==> config.mk <==
export PLATFORM = sky130hd
export DESIGN_NAME = period_timer
export DESIGN_NICKNAME = d
export VERILOG_FILES = /design/src/rtl/ptmr_pkg.sv /design/src/rtl/ptmr_prescaler.sv /design/src/rtl/ptmr_counter.sv /design/src/rtl/ptmr_postscaler.sv /design/src/rtl/period_timer.sv
export SDC_FILE = /design/constraint.sdc
export NUM_CORES = 1
export LEC_CHECK = 0
export ABC_AREA = 1
export BUFFER_PORTS_ARGS = -buffer_cell sky130_fd_sc_hd__buf_4
export CORE_ASPECT_RATIO = 2
export CORE_MARGIN = 3
export CORE_UTILIZATION = 57
export DETAILED_ROUTE_END_ITERATION = 6
export PLACE_DENSITY = 0.82
export REMOVE_ABC_BUFFERS = 1
export SLEW_MARGIN = 10
export SYNTH_ARGS = -nofsm -noshare
export SYNTH_HDL_FRONTEND = slang
export SYNTH_HIERARCHICAL = 1
export SYNTH_SLANG_ARGS = --single-unit
==> constraint.sdc <==
create_clock -name clk -period 2.7 [get_ports clk]
set_clock_uncertainty 0.05 [all_clocks]
set_input_delay 0.81 -clock clk [delete_from_list [all_inputs] [get_ports clk]]
set_output_delay 0.81 -clock clk [all_outputs]
set_load 0.01 [all_outputs]
==> src/rtl/ptmr_pkg.sv <==
`timescale 1ns/1ps
package ptmr_pkg;
  localparam int PRE_W  = 4;
  localparam int POST_W = 4;

  typedef enum logic [1:0] {
    REG_COUNT  = 2'd0,
    REG_PERIOD = 2'd1,
    REG_CTRL   = 2'd2,
    REG_FLAG   = 2'd3
  } ptmr_reg_e;

  // terminal count of the tick divider for a prescale select code
  function automatic logic [PRE_W-1:0] pre_last(input logic [1:0] sel);
    case (sel)
      2'b00:   return PRE_W'(0);
      2'b01:   return PRE_W'(3);
      default: return PRE_W'(15);
    endcase
  endfunction
endpackage

==> src/rtl/ptmr_prescaler.sv <==
`timescale 1ns/1ps
module ptmr_prescaler
  import ptmr_pkg::*;
(
  input  logic       clk,
  input  logic       rst_n,
  input  logic       clr_i,
  input  logic       adv_i,
  input  logic [1:0] sel_i,
  output logic       tick_o
);
  logic [PRE_W-1:0] pre_q;
  logic [PRE_W-1:0] last;

  assign last   = pre_last(sel_i);
  assign tick_o = adv_i && !clr_i && (pre_q == last);

  always_ff @(posedge clk or negedge rst_n) begin
    if (!rst_n)              pre_q <= '0;
    else if (clr_i)          pre_q <= '0;
    else if (adv_i) begin
      if (pre_q == last)     pre_q <= '0;
      else                   pre_q <= pre_q + 1'b1;
    end
  end


  pre_clear_chk: assert property (@(posedge clk) disable iff (!rst_n)
    clr_i |=> (pre_q == '0));

  pre_range_chk: assert property (@(posedge clk) disable iff (!rst_n)
    pre_q <= last);

  pre_hold_chk: assert property (@(posedge clk) disable iff (!rst_n)
    (!adv_i && !clr_i) |=> $stable(pre_q));
endmodule

==> src/rtl/ptmr_counter.sv <==
`timescale 1ns/1ps
module ptmr_counter #(
  parameter int DW = 8
) (
  input  logic          clk,
  input  logic          rst_n,
  input  logic          load_i,
  input  logic [DW-1:0] load_val_i,
  input  logic          step_i,
  input  logic [DW-1:0] period_i,
  output logic [DW-1:0] cnt_o,
  output logic          match_o
);
  logic [DW-1:0] cnt_q;

  assign cnt_o   = cnt_q;
  assign match_o = step_i && (cnt_q == period_i);

  always_ff @(posedge clk or negedge rst_n) begin
    if (!rst_n)       cnt_q <= '0;
    else if (load_i)  cnt_q <= load_val_i;
    else if (step_i)  cnt_q <= (cnt_q == period_i) ? '0 : cnt_q + 1'b1;
  end


  wrap_zero_chk: assert property (@(posedge clk) disable iff (!rst_n)
    (match_o && !load_i) |=> (cnt_q == '0));

  cnt_hold_chk: assert property (@(posedge clk) disable iff (!rst_n)
    (!step_i && !load_i) |=> $stable(cnt_q));

  load_excl_chk: assert property (@(posedge clk) disable iff (!rst_n)
    !(load_i && step_i));
endmodule

==> src/rtl/ptmr_postscaler.sv <==
`timescale 1ns/1ps
module ptmr_postscaler
  import ptmr_pkg::*;
(
  input  logic              clk,
  input  logic              rst_n,
  input  logic              clr_i,
  input  logic              match_i,
  input  logic [POST_W-1:0] sel_i,
  output logic              set_o
);
  logic [POST_W-1:0] post_q;

  assign set_o = match_i && !clr_i && (post_q == sel_i);

  always_ff @(posedge clk or negedge rst_n) begin
    if (!rst_n)        post_q <= '0;
    else if (clr_i)    post_q <= '0;
    else if (match_i)  post_q <= (post_q == sel_i) ? '0 : post_q + 1'b1;
  end


  post_restart_chk: assert property (@(posedge clk) disable iff (!rst_n)
    set_o |=> (post_q == '0));

  post_clear_chk: assert property (@(posedge clk) disable iff (!rst_n)
    clr_i |=> (post_q == '0));
endmodule

==> src/rtl/period_timer.sv <==
`timescale 1ns/1ps
module period_timer
  import ptmr_pkg::*;
#(
  parameter int DW = 8
) (
  input  logic          clk,
  input  logic          rst_n,
  input  logic          tick_i,
  input  logic          wr_en_i,
  input  logic [1:0]    wr_addr_i,
  input  logic [DW-1:0] wr_data_i,
  input  logic [1:0]    rd_addr_i,
  output logic [DW-1:0] rd_data_o,
  output logic          match_o,
  output logic          irq_o
);
  localparam int CTRL_W = 7;

  logic [CTRL_W-1:0] ctrl_q;
  logic [DW-1:0]     period_q;
  logic              flag_q;
  logic [DW-1:0]     cnt;
  logic              wr_cnt, wr_per, wr_ctl, wr_flg, clr;
  logic              pre_tick, flag_set;
  logic              run_en;
  logic [1:0]        pre_sel;
  logic [POST_W-1:0] post_sel;

  assign wr_cnt   = wr_en_i && (wr_addr_i == REG_COUNT);
  assign wr_per   = wr_en_i && (wr_addr_i == REG_PERIOD);
  assign wr_ctl   = wr_en_i && (wr_addr_i == REG_CTRL);
  assign wr_flg   = wr_en_i && (wr_addr_i == REG_FLAG);
  assign clr      = wr_cnt || wr_ctl;
  assign run_en   = ctrl_q[2];
  assign pre_sel  = ctrl_q[1:0];
  assign post_sel = ctrl_q[6:3];

  always_ff @(posedge clk or negedge rst_n) begin
    if (!rst_n) begin
      ctrl_q   <= '0;
      period_q <= '1;
      flag_q   <= 1'b0;
    end else begin
      if (wr_ctl) ctrl_q   <= wr_data_i[CTRL_W-1:0];
      if (wr_per) period_q <= wr_data_i;
      if (flag_set)    flag_q <= 1'b1;
      else if (wr_flg) flag_q <= wr_data_i[0];
    end
  end

  ptmr_prescaler u_pre (
    .clk    (clk),
    .rst_n  (rst_n),
    .clr_i  (clr),
    .adv_i  (tick_i && run_en),
    .sel_i  (pre_sel),
    .tick_o (pre_tick)
  );

  ptmr_counter #(.DW(DW)) u_cnt (
    .clk        (clk),
    .rst_n      (rst_n),
    .load_i     (wr_cnt),
    .load_val_i (wr_data_i),
    .step_i     (pre_tick),
    .period_i   (period_q),
    .cnt_o      (cnt),
    .match_o    (match_o)
  );

  ptmr_postscaler u_post (
    .clk     (clk),
    .rst_n   (rst_n),
    .clr_i   (clr),
    .match_i (match_o),
    .sel_i   (post_sel),
    .set_o   (flag_set)
  );

  assign irq_o = flag_q;

  always_comb begin
    rd_data_o = '0;
    case (rd_addr_i)
      REG_COUNT:  rd_data_o = cnt;
      REG_PERIOD: rd_data_o = period_q;
      REG_CTRL:   rd_data_o = DW'(ctrl_q);
      default:    rd_data_o = DW'(flag_q);
    endcase
  end


  flag_set_wins_chk: assert property (@(posedge clk) disable iff (!rst_n)
    flag_set |=> irq_o);

  flag_sticky_chk: assert property (@(posedge clk) disable iff (!rst_n)
    (irq_o && !wr_flg) |=> irq_o);

  ctrl_top_zero_chk: assert property (@(posedge clk) disable iff (!rst_n)
    (rd_addr_i == REG_CTRL) |-> (rd_data_o[7] == 1'b0));

  ctl_keeps_cnt_chk: assert property (@(posedge clk) disable iff (!rst_n)
    wr_ctl |=> $stable(cnt));

  idle_no_match_chk: assert property (@(posedge clk) disable iff (!rst_n)
    !run_en |-> !match_o);
endmodule

==> results of run 1 <==
-- flip-flops by register name, summed over array words and instances, names as in the netlist --
signal	cells
u_post/post_q	4
u_pre/pre_q	4
ctrl_q	7
irq_o	1
period_q	8
u_cnt/cnt_o	8
-- stage by stage --
step           power (W)  util (%)
2_1_floorplan   0.000958         -
3_3_place_gp     0.00111      69.0
3_5_place_dp     0.00112      69.0
4_1_cts          0.00151      71.6
5_1_grt          0.00161      71.9
6_report         0.00151      71.9
-- logic make-up after synthesis --
group	share of synthesized area, %
AO/OA/AOI/OAI	11.5
AND/OR/NAND/NOR	36.2
buffers and inverters	10.0
flip-flops	38.1
XOR/XNOR	2.47
adder cells (fa/ha/maj)	1.76
-- repair_timing --
action / in CTS / in global routing
resized for setup: 0 / 3
hold buffers: 0 / 0
endpoints found under the setup margin: 0 / 4
endpoints found under the hold margin: 0 / 0
-- cell type report --
| cell class | instances | share of cell area, % |
|---|---|---|
| multi-input combinational | 216 | 44.4 |
| sequential | 32 | 32.3 |
| timing repair buffer | 34 | 10.2 |
| inverter | 47 | 7.03 |
| clock buffer | 6 | 3.29 |
| tap | 48 | 2.39 |
| clock inverter | 2 | 0.399 |
-- worst paths after layout --
check,from,end,slack [ps],depth (start not counted)
worst max-delay path,period_q[6]$_DFFE_PN1P_,match_o,80,6
worst min-delay path,rst_n,irq_o$_DFFE_PN0P_,400,1
worst max register to register,period_q[6]$_DFFE_PN1P_,u_post/post_q[0]$_DFFE_PN0P_,600,12
worst min register to register,period_q[6]$_DFFE_PN1P_,period_q[6]$_DFFE_PN1P_,440,2
max in group asynchronous,rst_n,period_q[6]$_DFFE_PN1P_,1860,1
min in group clk,period_q[6]$_DFFE_PN1P_,period_q[6]$_DFFE_PN1P_,440,2
-- layer usage --
layer / up-vias / global-route usage, % / wire length, µm
li1: 1007 / - / -
met2: 55 / 46.3 / 2850
met3: 15 / 4.35 / 174
met5: - / 0 / 0
met1: 949 / 26.4 / 1920
met4: 0 / 13.5 / 200
-- critical path: cells and delay by family (launching register included) --
family | cells | cell delay (ps)
flops | 1 | 560
simple gates | 4 | 600
xor+xnor | 1 | 160
buf+inv | 1 | 150
-- cell usage in the layout (no fill, tap or decap), types with 8 or more instances in the layout --
cell type and instances:
a22oi_1 8, buf_4 34, dfrtp_1 24, dfstp_2 8
inv_1 45, nand2_1 98, nand2_2 9, nand3_1 29
nor2_1 25, o21ai_2 15
-- power groups by stage --
stage | Combinational, W | Clock, W | Sequential, W
4_1_cts | 0.000452 | 0.000393 | 0.000668
6_report | 0.000454 | 0.000385 | 0.000668
3_3_place_gp | 0.000432 | 0 | 0.000674
2_1_floorplan | 0.000309 | 0 | 0.000650
5_1_grt | 0.000511 | 0.000415 | 0.000685
3_5_place_dp | 0.000444 | 0 | 0.000675
==> results.md, run 1 <==
- Outcome: completed
- Root Buffer: clkbuf_8
- Final number of hold-violating endpoints: 0
- Core Footprint: ~0.0035 mm²
- Syn Std Cell Area: 0.00213 mm²
- Async set-reset flop share out of synthesis: 100%
- Cells taking the most area after synthesis: dfrtp_1 28%, nand2_1 17%, dfstp_2 9.9%
- Number of vias in the routed layout: 2026
- Via count normalized by instance count: about 5.3
- Maximum vdd ir drop: around 0.00051 V
- Setup WS pre-CTS: 31.0 ps
- Count of yosys warnings during synthesis: 6
- TritonCTS clock tree: built
- Seq. cell area: 811 µm²
- Average cell area after synthesis: just over 7 µm²
- Global routing usage summed across all routing layers: between 20% and 30%
- Row count: 30
- Final hold slack: 403 ps
- Number of fillers in the final layout: slightly above 300
- Overflow left after global routing: 0
- Final cell count without fillers: 385
- Total setup buffers inserted after CTS: 0
- Most frequently used cell type in the post-synthesis netlist: nand2_1
- Number of buffers inserted during clock tree synthesis: 5
- Post-Place Cell Area: 0.00241 mm²
- Effective utilization at floorplan: 61.0%
- Global-route wire length before repair: 8900 µm
- Fin crit share: between 90 and 100%
- Maximum number of pins on one net before global-route repair: 33
- Later-pin clock latency in the skew report: just under 300 ps
- Fraction of final layout cells with drive strength greater than 1: between 20 and 25%
- Endpoints failing setup: 0
- Top-Level Pins: 26
- Area growth from synthesis to layout: 17.7%
- Slowest cell delay on critical path: roughly 560 ps
- Initial antenna violation count: 0
- Max_slew headroom: between 70% and 80%
- Min Tclk post-route: around 2600 ps
- Area of the multi-input gates: 0.00111 mm²
- Share of total power in combinational logic: 30.1%
- Placed cells: ~380
- CP Cell Sequence: xnor2_1, nand2_1, nor2_1, nand2_2, nor2_2, buf_4
- Clock input transition at the sequential cells of the worst setup and hold paths: around 70 ps
- Endpoint kind of the worst setup timing path: output pin
- Top achievable clock speed: roughly 0.38 GHz
- Count of different cell masters after synthesis: 25
- Sum of net half-perimeters after detailed placement: ~3900 µm
- Power Density: 601 mW/mm²
- Number of pins with negative max-slew slack in the final report: 0
- Vias in the first global route: slightly above 2000
- Die W: just under 50 µm
- Slack of the critical path: 76.7 ps
- Sw Pwr: between 0.0005 and 0.0006 W
- Number of design-rule violations left by the first detailed-router iteration: between 60 and 70
- DIE HEIGHT: about 90 µm
- Part of the total power dissipated in the clock network: between 20% and 30%
- Crit-path slowest cell: dfstp_2
- Antenna Cells: 0
- Ys flop type: dfrtp_1
- Cell internal power dissipation: roughly 0.001 W
- Max-cap viol count: 0
- Transition time at the pin with the least slew margin: 419 ps
- Routed WL per cell: about 13 µm
- Sequential share of the synthesized area: 38.1%
- Top cells by instance count after synthesis: 98 x nand2_1, 45 x inv_1, 29 x nand3_1
- Worst hold path type: in2async
- Reg power frac: ~44%
- Sw Ratio: between 30% and 40%
- Bufs on Longest Clock Path: 2
- Total Nets Final: approximately 360
- Count of input and output buffers: 25
- Total Die Area: roughly 0.0046 mm²
- Top cell type by total area after synthesis: dfrtp_1
- Final weighted congestion in routability-driven placement: about 0.86
- Unrepaired setup endpoints after global routing: no
- Yosys reg bits: 32
- LEAKAGE: about 1.4 nW
- EDFF count, synth: 0
- Critical Path RT: ~1800 ps
- Arrival time reported for the critical path endpoint: approximately 1800 ps
- Final total negative setup slack: 0 ps
- Drt first pass iters: 4
- CP startpoint kind: flip-flop
- Routed WL: 5150 µm
- Top cell type's share of synthesized area: approximately 28%
- Post-route ant nets: 0
- CTS H-tree lvls: 2
- Final Cell Area: about 0.0025 mm²
- # clock sinks: 32
- CP max FO: 9
- Number of instances in the synthesized netlist: 298
- Detailed-route DRC error count: 0
- Classification of the worst setup path: reg2out
Note: power is estimated with default switching activity, not from simulation.
==> inputs of run 2 (changes only) <==
--- a/config.mk
+++ b/config.mk
@@ -12,7 +12,6 @@
 export CORE_UTILIZATION = 57
 export DETAILED_ROUTE_END_ITERATION = 6
 export PLACE_DENSITY = 0.82
-export REMOVE_ABC_BUFFERS = 1
 export SLEW_MARGIN = 10
 export SYNTH_ARGS = -nofsm -noshare
 export SYNTH_HDL_FRONTEND = slang
==> run 2 against run 1 <==
Against the previous run:
- via count down 3.3%
- cell area shrank 0.25%
- highest routed layer unchanged
- utilization down 0.18 points
- critical path type is now in2out
- routed wire length is 3.7% lower
- clock power grew 5%
- non-clock buffer count fell by 1
- sequential share of layout area increased by 0.081 points
==> results.md, run 2 (synthesis gave the netlist of run 1 again) <==
- Reg power frac: 44.1% (was 44.3%)
- LEAKAGE: 1.37 nW (about the same)
- Post-Syn Nets: between 300 and 400
- Transition time at the pin with the least slew margin: 511 ps (was 419 ps)
- Max_slew headroom: 65.8% (was 72.1%)
- Fin crit share: 95.9% (was 97.2%)
- Top-Level Pins: 26 (unchanged)
- Number of buffers inserted during clock tree synthesis: 5 (unchanged)
- Final cell count without fillers: 383 (was 385)
- Capture point of the worst path: match_o (unchanged)
- Initial antenna violation count: 0 (unchanged)
- Flop-to-flop setup slack: 710 ps (was 600 ps)
- Unrepaired setup endpoints after global routing: no (unchanged)
- CP Cell Sequence: buf_4, inv_1, nor2_1, nor2_2, inv_1, nor2_2, inv_1, nor2_2, buf_4 (was xnor2_1, nand2_1, nor2_1, nand2_2, nor2_2, buf_4)
- Worst setup startpoint: wr_en_i (was period_q[6]$_DFFE_PN1P_)
- Final weighted congestion in routability-driven placement: 0.859 (was 0.858)
- Number of pins with negative max-slew slack in the final report: 0 (unchanged)
- Root Buffer: clkbuf_8 (unchanged)
- Max-cap viol count: 0 (unchanged)
- Later-pin clock latency in the skew report: 280 ps (was 290 ps)
- Worst flop-to-flop path endpoint: u_post/post_q[1]$_DFFE_PN0P_ (was u_post/post_q[0]$_DFFE_PN0P_)
- Total Die Area: 0.00455 mm² (unchanged)
- Fraction of final layout cells with drive strength greater than 1: 24.2% (was 24.9%)
- # clock sinks: 32 (unchanged)
- Top achievable clock speed: 0.386 GHz (was 0.381 GHz)
- Most common cell after layout, fill and taps aside: nand2_1 (unchanged)
- Total Nets Final: 354 (was 355)
- Count of input and output buffers: 25 (unchanged)
- Global routing usage summed across all routing layers: 24.1% (was 25.3%)
- TritonCTS clock tree: built (unchanged)
- Crit-path slowest cell: nor2_2 (was dfstp_2)
- Sw Pwr: 0.000520 W (was 0.000534 W)
- Maximum number of pins on one net before global-route repair: 33 (unchanged)
- Overflow left after global routing: 0 (unchanged)
- Placed cells: 376 (was 377)
- Post-route ant nets: 0 (unchanged)
- Routed WL: 4960 µm (was 5150 µm)
- Vias in the first global route: 2004 (was 2024)
- Endpoint kind of the worst setup timing path: output pin (unchanged)
- Share of total power in combinational logic: 29.3% (was 30.1%)
- Total setup buffers inserted after CTS: 0 (unchanged)
- Power Density: 605 mW/mm² (was 601 mW/mm²)
- Sum of net half-perimeters after detailed placement: 3800 µm (was 3850 µm)
- Start of the worst register-to-register path: period_q[5]$_DFFE_PN1P_ (was period_q[6]$_DFFE_PN1P_)
- Worst hold path type: in2async (unchanged)
- Min Tclk post-route: 2590 ps (was 2620 ps)
- Number of fillers in the final layout: 289 (was 308)
- Effective utilization at floorplan: 61.0% (unchanged)
- Global-route wire length before repair: 8440 µm (was 8900 µm)
- Maximum vdd ir drop: 0.000544 V (was 0.000506 V)
- Outcome: completed (unchanged)
- CTS H-tree lvls: 2 (unchanged)
- Final total negative setup slack: 0 ps (unchanged)
- Final number of hold-violating endpoints: 0 (unchanged)
- Endpoints failing setup: 0 (unchanged)
- Area growth from synthesis to layout: 17.4% (was 17.7%)
- Row count: 30 (unchanged)
- Number of design-rule violations left by the first detailed-router iteration: 57 (was 68)
- Detailed-route DRC error count: 0 (unchanged)
- Core Footprint: 0.00349 mm² (unchanged)
- CP max FO: 2 (was 9)
- Via count normalized by instance count: 5.11 (was 5.26)
- Antenna Cells: 0 (unchanged)
- Clock input transition at the sequential cells of the worst setup and hold paths: 70 ps (about the same)
- Die W: 49.2 µm (unchanged)
- Routed WL per cell: 12.9 µm (was 13.4 µm)
- Drt first pass iters: 4 (unchanged)
- Part of the total power dissipated in the clock network: 26.6% (was 25.5%)
- Bufs on Longest Clock Path: 2 (unchanged)
- Sw Ratio: 34.4% (was 35.4%)
- Number of vias in the routed layout: 1959 (was 2026)
- Critical Path RT: 1840 ps (about the same)
- Most frequent cells in the layout: 98 x nand2_1, 45 x inv_1, 33 x buf_4 (was 98 x nand2_1, 45 x inv_1, 34 x buf_4)
- Arrival time reported for the critical path endpoint: 1730 ps (was 1760 ps)
- DIE HEIGHT: 92.5 µm (unchanged)
- Slowest cell delay on critical path: 140 ps (was 560 ps)
- CP startpoint kind: input port (was flip-flop)
- Cell internal power dissipation: 0.000995 W (was 0.000973 W)
- R2r worst-path depth: 13 (was 12)
- Classification of the worst setup path: in2out (was reg2out)
## run 2: worst min-delay path by stage
stage / to / start / depth (start not counted) / slack (ps)
detailed placement: period_q[7]$_DFFE_PN1P_ / period_q[7]$_DFFE_PN1P_ / 2 / 440
floorplan: period_q[5]$_DFFE_PN1P_ / period_q[5]$_DFFE_PN1P_ / 2 / 420
finish: u_pre/pre_q[3]$_DFFE_PN0P_ / rst_n / 1 / 410
CTS: u_pre/pre_q[3]$_DFFE_PN0P_ / rst_n / 1 / 410
global route: u_pre/pre_q[3]$_DFFE_PN0P_ / rst_n / 1 / 420
global placement: period_q[6]$_DFFE_PN1P_ / period_q[6]$_DFFE_PN1P_ / 2 / 430
## run 2: routing by layer
layer	global-route usage (%)	up-vias	share of wire (%)
met5	0	-	0
met4	9.50	0	1.6
met3	4.03	8	2.2
met2	48.0	29	57
met1	23.3	919	39
li1	-	1003	-
## run 2: repair_timing
item / in CTS / in global routing
hold buffers: 0 / 0
resized for setup: 0 / 2
endpoints found under the setup margin: 0 / 1
## run 2: stage by stage
| step | instance area [µm²] | worst slack, ps | total power (W) | hold slack, ps | util [%] |
|---|---|---|---|---|---|
| 3_3_place_gp | 2400 | 107 | 0.00110 | 431 | 68.8 |
| 6_report | 2500 | 109 | 0.00151 | 409 | 71.7 |
| 5_1_grt | 2500 | 9.67 | 0.00162 | 423 | 71.7 |
| 4_1_cts | 2500 | 36.6 | 0.00152 | 414 | 71.5 |
| 3_5_place_dp | 2400 | 57.8 | 0.00112 | 439 | 68.8 |
| 2_1_floorplan | 2130 | 237 | 0.000963 | 418 | - |
## run 2: power groups by stage
stage          sequential (W)  clock, W  combinational (W)
4_1_cts              0.000668  0.000411           0.000445
2_1_floorplan        0.000650         0           0.000313
3_5_place_dp         0.000675         0           0.000442
5_1_grt              0.000682  0.000431           0.000503
3_3_place_gp         0.000674         0           0.000431
6_report             0.000668  0.000403           0.000444
## run 2: cell type report
class | count | area [µm²] | share of cell area [%]
Tap cell | 48 | 60.1 | 2.40
Timing Repair Buffer | 33 | 248 | 9.90
Clock buffer | 7 | 96.3 | 3.85
Multi-Input combinational cell | 216 | 1110 | 44.4
Inverter | 47 | 176 | 7.05
Sequential cell | 32 | 811 | 32.4
## run 2: critical path: cells and delay by family
kind                   cells  cell delay [ps]
buffers and inverters      5              460
AND/OR/NAND/NOR            4              450
